**config.mk**
```make
export PLATFORM = sky130hd
export DESIGN_NAME = phase_lock_detect
export DESIGN_NICKNAME = d
export VERILOG_FILES = /design/src/rtl/pd_pkg.sv /design/src/rtl/pd_fall_det.sv /design/src/rtl/pd_pfd.sv /design/src/rtl/pd_lock_qual.sv /design/src/rtl/phase_lock_detect.sv
export SDC_FILE = /design/constraint.sdc
export NUM_CORES = 1
export LEC_CHECK = 0
export ABC_AREA = 0
export CORE_AREA = 5 5 42 44
export CTS_CLUSTER_DIAMETER = 60
export DETAILED_ROUTE_END_ITERATION = 12
export DIE_AREA = 0 0 47 49
export PLACE_DENSITY_LB_ADDON = 0.12
export SLEW_MARGIN = 20
export SYNTH_ARGS = -nofsm -noshare
export SYNTH_HDL_FRONTEND = slang
export SYNTH_SLANG_ARGS = --single-unit
```
**constraint.sdc**
```tcl
create_clock -name clk_i -period 1.54 [get_ports clk_i]
set_input_delay 0.308 -clock clk_i [delete_from_list [all_inputs] [get_ports clk_i]]
set_output_delay 0.308 -clock clk_i [all_outputs]
set_load 0.02 [all_outputs]
```
**src/rtl/pd_pkg.sv**
```systemverilog
package pd_pkg;
  typedef struct packed {
    logic up;
    logic dn;
  } pump_req_t;

  localparam int unsigned CMP_REF = 0;
  localparam int unsigned CMP_DIV = 1;
  localparam int unsigned CMP_N   = 2;
endpackage

```
**src/rtl/pd_fall_det.sv**
```systemverilog
module pd_fall_det (
  input  logic clk_i,
  input  logic rst_ni,
  input  logic sig_i,
  output logic fall_o
);
  logic prev_q;

  always_ff @(posedge clk_i or negedge rst_ni) begin
    if (!rst_ni) prev_q <= 1'b0;
    else         prev_q <= sig_i;
  end

  assign fall_o = prev_q & ~sig_i;
endmodule

```
**src/rtl/pd_pfd.sv**
```systemverilog
module pd_pfd
  import pd_pkg::*;
(
  input  logic      clk_i,
  input  logic      rst_ni,
  input  logic      div_fall_i,
  input  logic      ref_fall_i,
  output pump_req_t req_o
);
  pump_req_t req_q, req_n;

  always_comb begin
    req_n.up = req_q.up | div_fall_i;
    req_n.dn = req_q.dn | ref_fall_i;
    if (req_n.up && req_n.dn) req_n = '0;
  end

  always_ff @(posedge clk_i or negedge rst_ni) begin
    if (!rst_ni) req_q <= '0;
    else         req_q <= req_n;
  end

  assign req_o = req_q;


  up_start_chk: assert property (@(posedge clk_i) disable iff (!rst_ni)
    div_fall_i && !ref_fall_i && !req_q.dn |=> req_q.up);

  dn_start_chk: assert property (@(posedge clk_i) disable iff (!rst_ni)
    ref_fall_i && !div_fall_i && !req_q.up |=> req_q.dn);

  cancel_chk: assert property (@(posedge clk_i) disable iff (!rst_ni)
    div_fall_i && ref_fall_i && !req_q.up && !req_q.dn |=> !req_q.up && !req_q.dn);

  excl_chk: assert property (@(posedge clk_i) disable iff (!rst_ni)
    $onehot0({req_q.up, req_q.dn}));
endmodule

```
**src/rtl/pd_lock_qual.sv**
```systemverilog
module pd_lock_qual #(
  parameter int unsigned WIDTH_LIMIT  = 1,
  parameter int unsigned GOOD_PERIODS = 8
) (
  input  logic clk_i,
  input  logic rst_ni,
  input  logic act_i,
  input  logic ref_fall_i,
  output logic lock_o
);
  localparam int unsigned CW = (WIDTH_LIMIT  < 2) ? 1 : $clog2(WIDTH_LIMIT + 1);
  localparam int unsigned GW = (GOOD_PERIODS < 2) ? 1 : $clog2(GOOD_PERIODS + 1);
  localparam logic [CW:0]   LIM_W  = (CW+1)'(WIDTH_LIMIT);
  localparam logic [GW-1:0] GOOD_W = GW'(GOOD_PERIODS);

  logic [CW-1:0] wcnt_q, wcnt_n;
  logic [GW-1:0] good_q, good_n;
  logic          lock_q;
  logic [CW:0]   wsum;
  logic          too_long;

  // active clocks in this period, including the current one
  assign wsum     = {1'b0, wcnt_q} + (CW+1)'(act_i);
  assign too_long = (wsum >= LIM_W);

  always_comb begin
    wcnt_n = too_long ? LIM_W[CW-1:0] : wsum[CW-1:0];
    good_n = good_q;
    if (too_long) good_n = '0;
    if (ref_fall_i) begin
      wcnt_n = '0;
      if (!too_long && good_q != GOOD_W) good_n = good_q + 1'b1;
    end
  end

  always_ff @(posedge clk_i or negedge rst_ni) begin
    if (!rst_ni) begin
      wcnt_q <= '0;
      good_q <= '0;
      lock_q <= 1'b0;
    end else begin
      wcnt_q <= wcnt_n;
      good_q <= good_n;
      lock_q <= (good_n == GOOD_W);
    end
  end

  assign lock_o = lock_q;


  wide_drop_chk: assert property (@(posedge clk_i) disable iff (!rst_ni)
    too_long |=> !lock_q);

  lock_rise_chk: assert property (@(posedge clk_i) disable iff (!rst_ni)
    $rose(lock_q) |-> $past(ref_fall_i) && !$past(too_long));

  hold_chk: assert property (@(posedge clk_i) disable iff (!rst_ni)
    !ref_fall_i && !lock_q |=> !lock_q);
endmodule

```
**src/rtl/phase_lock_detect.sv**
```systemverilog
module phase_lock_detect
  import pd_pkg::*;
#(
  parameter int unsigned WIDTH_LIMIT  = 1,
  parameter int unsigned GOOD_PERIODS = 8
) (
  input  logic clk_i,
  input  logic rst_ni,
  input  logic ref_i,
  input  logic div_i,
  input  logic pump_off_i,
  input  logic tune_off_i,
  input  logic hi_cur_i,
  output logic up_o,
  output logic dn_o,
  output logic pump_hiz_o,
  output logic cur_hi_o,
  output logic tune_en_o,
  output logic lock_o
);
  logic [CMP_N-1:0] cmp_in, cmp_fall;
  pump_req_t        req;

  assign cmp_in[CMP_REF] = ref_i;
  assign cmp_in[CMP_DIV] = div_i;

  for (genvar g = 0; g < CMP_N; g++) begin : g_edge
    pd_fall_det u_fd (
      .clk_i  (clk_i),
      .rst_ni (rst_ni),
      .sig_i  (cmp_in[g]),
      .fall_o (cmp_fall[g])
    );
  end

  pd_pfd u_pfd (
    .clk_i      (clk_i),
    .rst_ni     (rst_ni),
    .div_fall_i (cmp_fall[CMP_DIV]),
    .ref_fall_i (cmp_fall[CMP_REF]),
    .req_o      (req)
  );

  pd_lock_qual #(
    .WIDTH_LIMIT  (WIDTH_LIMIT),
    .GOOD_PERIODS (GOOD_PERIODS)
  ) u_lock (
    .clk_i      (clk_i),
    .rst_ni     (rst_ni),
    .act_i      (req.up | req.dn),
    .ref_fall_i (cmp_fall[CMP_REF]),
    .lock_o     (lock_o)
  );

  assign up_o       = req.up;
  assign dn_o       = req.dn;
  assign pump_hiz_o = pump_off_i | ~(req.up | req.dn);
  assign cur_hi_o   = hi_cur_i;
  assign tune_en_o  = ~tune_off_i;


  float_quiet_chk: assert property (@(posedge clk_i) disable iff (!rst_ni)
    !up_o && !dn_o |-> pump_hiz_o);
endmodule

```
# Word level (Yosys, flattened, before mapping)
# Cells that the tools add are included.
[totals]
input_bits = 7
mem_bits_rw = 0
memories = 0
ff_bits = 10
out_inout_bits = 6
elab_cells = 31
rom_bits = 0
latchBits = 0
[classes]
mux = 6
div_mod_pow = 0
n_mul = 0
n_lt_le_gt_ge = 1
n_eq_ne = 2
n_addsub = 2
n_shift = 0
n_bitwise = 10
n_reduce_logical = 3
[op_table]
columns = ["op", "count"]
rows = [
  ["2-to-1 mux 4 bit", 3],
  ["adder 4 x 1 -> 4 bit (second input constant)", 1],
  ["equality test 4 bit (second input constant)", 1],
  ["!= test 4 bit (second input constant)", 1],
  ["inverter 1 bit", 4],
  ["OR 1 bit", 4],
  ["adder 1 x 1 -> 2 bit", 1],
  ["bitwise AND 1 bit", 2],
  [">= comparator 2 x 1 -> 1 bit (second input constant)", 1],
  ["logical AND 1 bit", 2],
  ["2-to-1 mux 1 bit", 2],
  ["2-to-1 mux 2 bit", 1],
  ["logical NOT 1 bit", 1],
]

# Logic depth before layout (Yosys ltp)
# Gate-level depths: netlist of the first run.
[depth]
ltp_word = 8
ltp_mapped = 6
mapped_depth_nobuf = 6

# Modules after synthesis
# Synthesis of the first run repeated with hierarchy kept, for this count alone.
[hier_totals]
hier_cells = 46
area_unflattened_um2 = 511.7
[by_module_without_submodules]
columns = ["module", "seq_area_each_um2", "instances", "area_each_um2", "cells_each"]
rows = [
  ["pd_lock_qual", 150.1, 1, 340.3, 33],
  ["pd_fall_det", 25.0, 2, 38.8, 2],
  ["pd_pfd", 50.0, 1, 68.8, 5],
  ["phase_lock_detect", 0.0, 1, 25.0, 4],
]

# Least setup slack after synthesis of the first run
# Ideal clock, no wire load.
[synth_timing]
kind = "reg2reg"
startpoint = "register u_pfd.req_q, in the netlist u_pfd.req_o[0]"
endpoint = "register u_lock.lock_q (netlist: u_lock.lock_o)"
path_stages_with_launch = 5
path_buffers = 1
arrival_ps = 1270
setup_time_ps = 128
setup_slack_ps = 142
synth_period_minus_slack_ps = 1398
t_required_ps = 1412
cell_sequence = "dfrtp_1 -> or3_1 -> buf_2 -> o221ai_1 -> nor4b_2"
[synth_between]
elab_chain_len = 8
word_cells_on_any_way = 9
classes_between = "1 x add/sub; 1 x order compare; 1 x eq/ne; 3 x mux; 1 x bitwise; 2 x reduce/logical"
[synth_rtl]
columns = ["element", "line", "source"]
rows = [
  ["start: declaration", "pd_pfd.sv:10", "pump_req_t req_q, req_n;"],
  ["start signal: assignment", "pd_pfd.sv:20", "else req_q <= req_n;"],
  ["OR 1 bit *", "phase_lock_detect.sv:50", ".act_i (req.up | req.dn),"],
  ["adder 1 x 1 -> 2 bit *", "pd_lock_qual.sv:23", "assign wsum = {1'b0, wcnt_q} + (CW+1)'(act_i);"],
  [">= comparator 2 x 1 -> 1 bit *", "pd_lock_qual.sv:24", "assign too_long = (wsum >= LIM_W);"],
  ["logical NOT 1 bit", "pd_lock_qual.sv:32", "if (!too_long && good_q != GOOD_W) good_n = good_q + 1'b1;"],
  ["logical AND 1 bit", "pd_lock_qual.sv:32", ""],
  ["2-to-1 mux 4 bit", "pd_lock_qual.sv:32", ""],
  ["2-to-1 mux 4 bit *", "pd_lock_qual.sv:30", "if (ref_fall_i) begin"],
  ["equality test 4 bit *", "pd_lock_qual.sv:44", "lock_q <= (good_n == GOOD_W);"],
  ["end signal: assignment", "pd_lock_qual.sv:44", ""],
  ["end: declaration", "pd_lock_qual.sv:18", "logic lock_q;"],
]
# Mark *: on every way between the ends. The rest lies on a longest branch, timed or not.

# Worst setup path after layout of the first run
[layout_timing]
startpoint = "input pump_off_i"
endpoint = "output pump_hiz_o"
[layout_between]
elab_chain_len = 1
[layout_rtl]
columns = ["element", "line", "source"]
rows = [
  ["start: declaration", "phase_lock_detect.sv:11", "input logic pump_off_i,"],
  ["OR 1 bit", "phase_lock_detect.sv:57", "assign pump_hiz_o = pump_off_i | ~(req.up | req.dn);"],
  ["end: declaration", "phase_lock_detect.sv:16", "output logic pump_hiz_o,"],
]
# No other way between the ends.

==> out/qor.yml, run 1 <==
cts_tree: "built"
r2r-start: "u_lock.good_q[0]"
cap_violations: 0
drive_gt1_share_pct: 17.24
seq_area_frac_synth_pct: 53.62
finalClockSkew_ns: 0.004665
coreArea_um2: 1401
synth_nets: 52
yosysTopAreaCell: "dfrtp_1"
slowest_stage: "clkdlybuf4s50_1"
antenna_left: 0
slew_violations: 0
finalHoldViolations: 0
areaGrowthSynthToFinish_pct: 34.05
syn_inst: 43
arrival_ns: 1.17
slew_headroom_pct: 68.33
nNetsFinal: 69
rsz0062_at_grt: "yes"
wl_um: 913
yosys_warnings: 0
max_stage_delay_ns: 0.45
worstPathCellList: "clkdlybuf4s50_1 > o21bai_1 > clkdlybuf4s15_1"
regToRegSetupSlack_ns: 0.10
grt_pass1_wl_um: 1538
endpoint_kind: "output port"
reg2reg_to: "u_lock.lock_o"
dr.pass1.iters: 2
antenna_found_initial: 0
cts_buffers: 3
start_util_pct: 33.30
cts-root-buf: "clkbuf_4"
period_minus_slack_ns: 1.479
clock-sinks: 10
finalNonFillerCells: 74
io_buffer_count: 10
vias: 355
p_switching_mw: 0.1590
hpwl_um: 717.4
htree_levels: 1
synthTopCellsByCount: "10 x dfrtp_1, 5 x inv_1, 5 x nor2_1"
switching_share_pct: 26.81
whs_ns: 0.3745
synth-edff-count: 0
cp.buffers_inverters: 2
path_class: "in -> out"
setup_viol: 0
synth_top_area_share_pct: 53.62
share_seq_of_total_power_pct: 49.9
worst_pin_slew_ns: 0.4736
floorplan.io_pins: 13
synth_area_um2: 466.7
final_util_pct: 44.64
place.gp.congestion: 0.8297
fillCellCount: 141
fin_crit_sh_pct: 96.01
worstSetupStartpointType: "primary input"
n_antenna_cell: 0
p_clk_share_pct: 28.4
vdd_ir_drop_max_mv: 0.4288
cts_buffer_depth: 2
synth_most_common_cell: "dfrtp_1"
grt_pass1_vias: 367
power.internal_mw: 0.4340
first_iter_violations: 9
grt_util_all_layers_pct: 9.544
status: "complete, no violations"
die_h_um: 49
synthTopCellsByArea: "dfrtp_1 54%, ha_1 5.4%, inv_1 4.0%"
routedWlPerCell_um: 12.34
clock_latency_ns: 0.26
combPwrFrac_pct: 21.7
fp.dieArea_um2: 2303
cellPowerDensity_nw_per_um2: 947.9
timing.fmax_ghz: 0.6763
viasPerCell: 4.797
grt_start_max_net_pins: 11
drc_errors: 0
worstPathMaxFanout: 1
async_flop_share_pct: 100.0
worstPathRequired_ns: 1.23
cpLargestDelayFamily: "buffers and inverters"
synth.distinct_cells: 21
die_w_um: 47
grt-ovfl-total: 0
synth_seq_cells: 10
synthFlopType: "dfrtp_1"
hp-class: "in -> async"
avgSynthCellArea_um2: 10.85
num_rows: 14
total_leakage_power_nw: 0.2911
placedCellCount: 71
clk_pin_slew_ns: 0.06
r2r_cells: 6
cts_setup_buffers: 0
==> through the flow <==
stage          TNS (ns)  power, mW  cell area [um^2]  setup WS [ns]
6_report              0     0.5930             625.6        0.06145
2_1_floorplan         0     0.3681             466.7         0.1417
3_3_place_gp    -0.5762     0.4332             604.3        -0.2377
3_5_place_dp    -0.5747     0.4386             604.3        -0.2372
5_1_grt        -0.03968     0.6298             625.6       -0.03968
4_1_cts               0     0.6045             621.8        0.02793
==> repair_timing <==
action	4_1_cts	5_1_grt
resized for setup	4	2
endpoints found under the setup margin	4	2
hold buffers	0	0
pin swaps	0	0
==> cells by family after synthesis <==
kind of cell    after synthesis  share of synthesized area (%)
xor+xnor                      2                          3.754
compound gates                7                          10.46
buf+inv                       7                          6.702
simple gates                 14                          17.96
fa+ha+maj                     2                          5.361
mux                           1                          2.145
flops                        10                          53.62
==> power by group through the flow <==
stage | Clock [mW] | Combinational [mW] | Sequential, mW
floorplan | 0 | 0.0594 | 0.309
global placement | 0 | 0.134 | 0.299
detailed placement | 0 | 0.137 | 0.301
CTS | 0.179 | 0.129 | 0.296
global route | 0.192 | 0.141 | 0.297
finish | 0.168 | 0.128 | 0.296
==> registers in the layout (all words and copies together) (netlist names) <==
register,cells
u_lock.wcnt_q,1
u_pfd.req_o,2
u_lock.lock_o,1
g_edge.u_fd.prev_q,2
u_lock.good_q,4
==> placed cells by master, fill, tap and decap left out <==
cell / count
nand2_1: 1
clkbuf_4: 3
or3_1: 1
clkdlybuf4s15_1: 1
nand4_1: 1
clkdlybuf4s50_1: 6
inv_1: 5
dfrtp_1: 10
mux2i_1: 1
and2b_2: 1
xnor2_1: 1
o221ai_1: 1
buf_4: 4
nor2_1: 5
a21oi_1: 2
ha_1: 1
ha_2: 1
a21o_1: 1
xor2_1: 1
o21bai_1: 1
nand3b_1: 2
dlygate4sd2_1: 3
nor3_1: 2
o21a_1: 2
nor4b_2: 1
==> routing by layer <==
| layer | vias up | track usage (%) | part of all wire (%) |
|---|---|---|---|
| met3 | 2 | 4.059 | 8.1 |
| met5 | - | 0 | 0 |
| met2 | 8 | 13.35 | 49 |
| li1 | 175 | - | - |
| met1 | 170 | 11.85 | 42 |
| met4 | 0 | 5.530 | 0.88 |
==> how the worst max path moves through the flow <==
stage | start | to | cells past startpoint
after CTS | pump_off_i | pump_hiz_o | 3
after global routing | u_lock.good_q[0] | u_lock.lock_o | 5
after floorplan | u_pfd.req_o[0] | u_lock.lock_o | 4
after detailed placement | pump_off_i | pump_hiz_o | 3
final | pump_off_i | pump_hiz_o | 3
after global placement | pump_off_i | pump_hiz_o | 3
==> cell type report <==
cell class | count | area [um^2] | share of cell area (%)
tap | 16 | 20.02 | 3.200
timing repair buffer | 14 | 126.4 | 20.20
clock buffer | 3 | 22.52 | 3.600
multi-input combinational | 26 | 187.7 | 30.00
sequential | 10 | 250.2 | 40.00
inverter | 5 | 18.77 | 3.000
==> worst register-to-register path: stages (launching register included) <==
cell,delay [ns]
dfrtp_1,0.41
inv_1,0.10
ha_1,0.18
a21oi_1,0.07
mux2i_1,0.19
o221ai_1,0.15
nor4b_2,0.24
(Power assumes the default switching activity.)
==> run 2, diff against run 1 <==
Settings changed: CAP_MARGIN set to 25.
==> results of run 2 <==
Same layout as run 1: the final DEF is identical, and so are final timing and power.
==> run 3, diff against run 2 <==
Settings changed: DONT_BUFFER_PORTS set to 1.
==> run 3 against run 2 <==
  * Non-clock buffer count is 11 lower
  * Die area stayed put
  * Power is 4.6% lower
  * Combinational power is 18% lower
  * Critical endpoint is now u_lock.lock_o
  * Largest power group unchanged
==> out/qor.yml, run 3 (synthesis gave the netlist of run 1 again) <==
coreArea_um2: 1401
p_switching_mw: 0.1565
first_iter_violations: 3
cts-root-buf: "clkbuf_4"
wl_um: 884
slew_violations: 0
die_w_um: 47
drc_errors: 0
place.gp.congestion: 0.8209
fp.dieArea_um2: 2303
start_util_pct: 33.30
grt_util_all_layers_pct: 9.168
max_stage_delay_ns: 0.41
num_rows: 14
arrival_ns: 1.62
timing.fmax_ghz: 0.6850
clk_pin_slew_ns: 0.06
cts_setup_buffers: 0
largest_reg_flops: 4
worstSetupStartpointType: "register"
cts_tree: "built"
combPwrFrac_pct: 18.5
grt-ovfl-total: 0
period_minus_slack_ns: 1.460
hp-class: "in -> reg"
p_clk_share_pct: 30.1
path_class: "reg -> reg"
vdd_ir_drop_max_mv: 0.4060
layout_common_cells: "10 x dfrtp_1, 5 x nor2_1, 4 x inv_1"
nNetsFinal: 58
final_common_cell: "dfrtp_1"
whs_ns: 0.07593
finalHoldViolations: 0
worstPathRequired_ns: 1.70
grt_start_max_net_pins: 11
fin_crit_sh_pct: 94.80
cts_buffers: 3
drive_gt1_share_pct: 23.40
antenna_left: 0
place_area_um2: 489.2
viasPerCell: 5.095
slowest_stage: "dfrtp_1"
clock_latency_ns: 0.26
clock-sinks: 10
vias: 321
routedWlPerCell_um: 14.03
n_antenna_cell: 0
power.internal_mw: 0.4095
worstPathMaxFanout: 3
share_seq_of_total_power_pct: 51.4
floorplan.io_pins: 13
endpoint_kind: "register"
finalInstanceArea_um2: 540.5
areaGrowthSynthToFinish_pct: 15.82
worst_pin_slew_ns: 0.4491
cellPowerDensity_nw_per_um2: 1047
rsz0062_at_grt: "yes"
dr.pass1.iters: 4
slew_headroom_pct: 69.96
grt_pass1_wl_um: 1531
die_h_um: 49
grt_pass1_vias: 337
finalClockSkew_ns: 0.001401
cts_buffer_depth: 2
worstPathCellList: "ha_2 > nand3b_1 > mux2i_1 > o221ai_1 > nor4b_2"
io_buffer_count: 0
total_leakage_power_nw: 0.2404
setup_viol: 0
cap_violations: 0
status: "complete, no violations"
switching_share_pct: 27.65
antenna_found_initial: 0
top_register: "u_lock.good_q"
htree_levels: 1
## run 3: worst paths after layout
kind,startpoint,endpoint,slack [ns],cells past startpoint
setup / recovery,u_lock.good_q[0],u_lock.lock_o,0.08,5
hold / removal,ref_i,g_edge[0].u_fd.prev_q,0.08,0
setup reg to reg,u_lock.good_q[0],u_lock.lock_o,0.08,5
hold reg to reg,u_lock.wcnt_q,u_lock.wcnt_q,0.51,2
max in group asynchronous,rst_ni,u_lock.good_q[3],0.80,1
min in group asynchronous,rst_ni,u_lock.wcnt_q,0.43,1
## run 3: final cells by class
type | instances | area, um^2
Clock buffer | 3 | 22.52
Fill cell | 146 | 860.8
Multi-Input combinational cell | 26 | 203.9
Timing Repair Buffer | 3 | 25.02
Tap cell | 16 | 20.02
Sequential cell | 10 | 250.2
Inverter | 5 | 18.77
## run 3: timing repair
action | CTS | global route
hold endpoints to repair | 10 | 0
resized for setup | 0 | 5
setup endpoints to repair | 0 | 2
hold buffers | 1 | 0
## run 3: critical path, delay by kind of cell (launching register included)
kind,cells,cell delay (ns)
DFF,1,0.41
adders and majority gates,1,0.18
muxes,1,0.25
and+or+nand+nor,2,0.35
AOI/OAI and AO/OA,1,0.18
## run 3: per-stage QoR
stage	util (%)	cells	setup WS (ns)	setup TNS (ns)	power, mW
2_1_floorplan	-	43	0.1417	0	0.3681
5_1_grt	38.57	63	-0.007019	-0.007019	0.6035
3_5_place_dp	34.91	59	0.1119	0	0.3878
6_report	38.57	63	0.08014	0	0.5660
4_1_cts	37.23	63	0.03226	0	0.5628
3_3_place_gp	34.91	59	0.1327	0	0.3851
## run 3: power by group through the flow
stage	combinational (mW)	clock (mW)	sequential [mW]
2_1_floorplan	0.0594	0	0.309
3_5_place_dp	0.0917	0	0.296
5_1_grt	0.118	0.192	0.294
6_report	0.105	0.170	0.291
4_1_cts	0.0990	0.173	0.291
3_3_place_gp	0.0895	0	0.296
## run 3: metal layers
layer,share of wire [%],track usage (%),up-vias,wire [um]
met4,1.1,4.147,0,10
met5,0,0,-,0
met1,40,10.86,158,356
met2,50,13.57,10,442
li1,-,-,151,-
met3,8.4,4.428,2,74
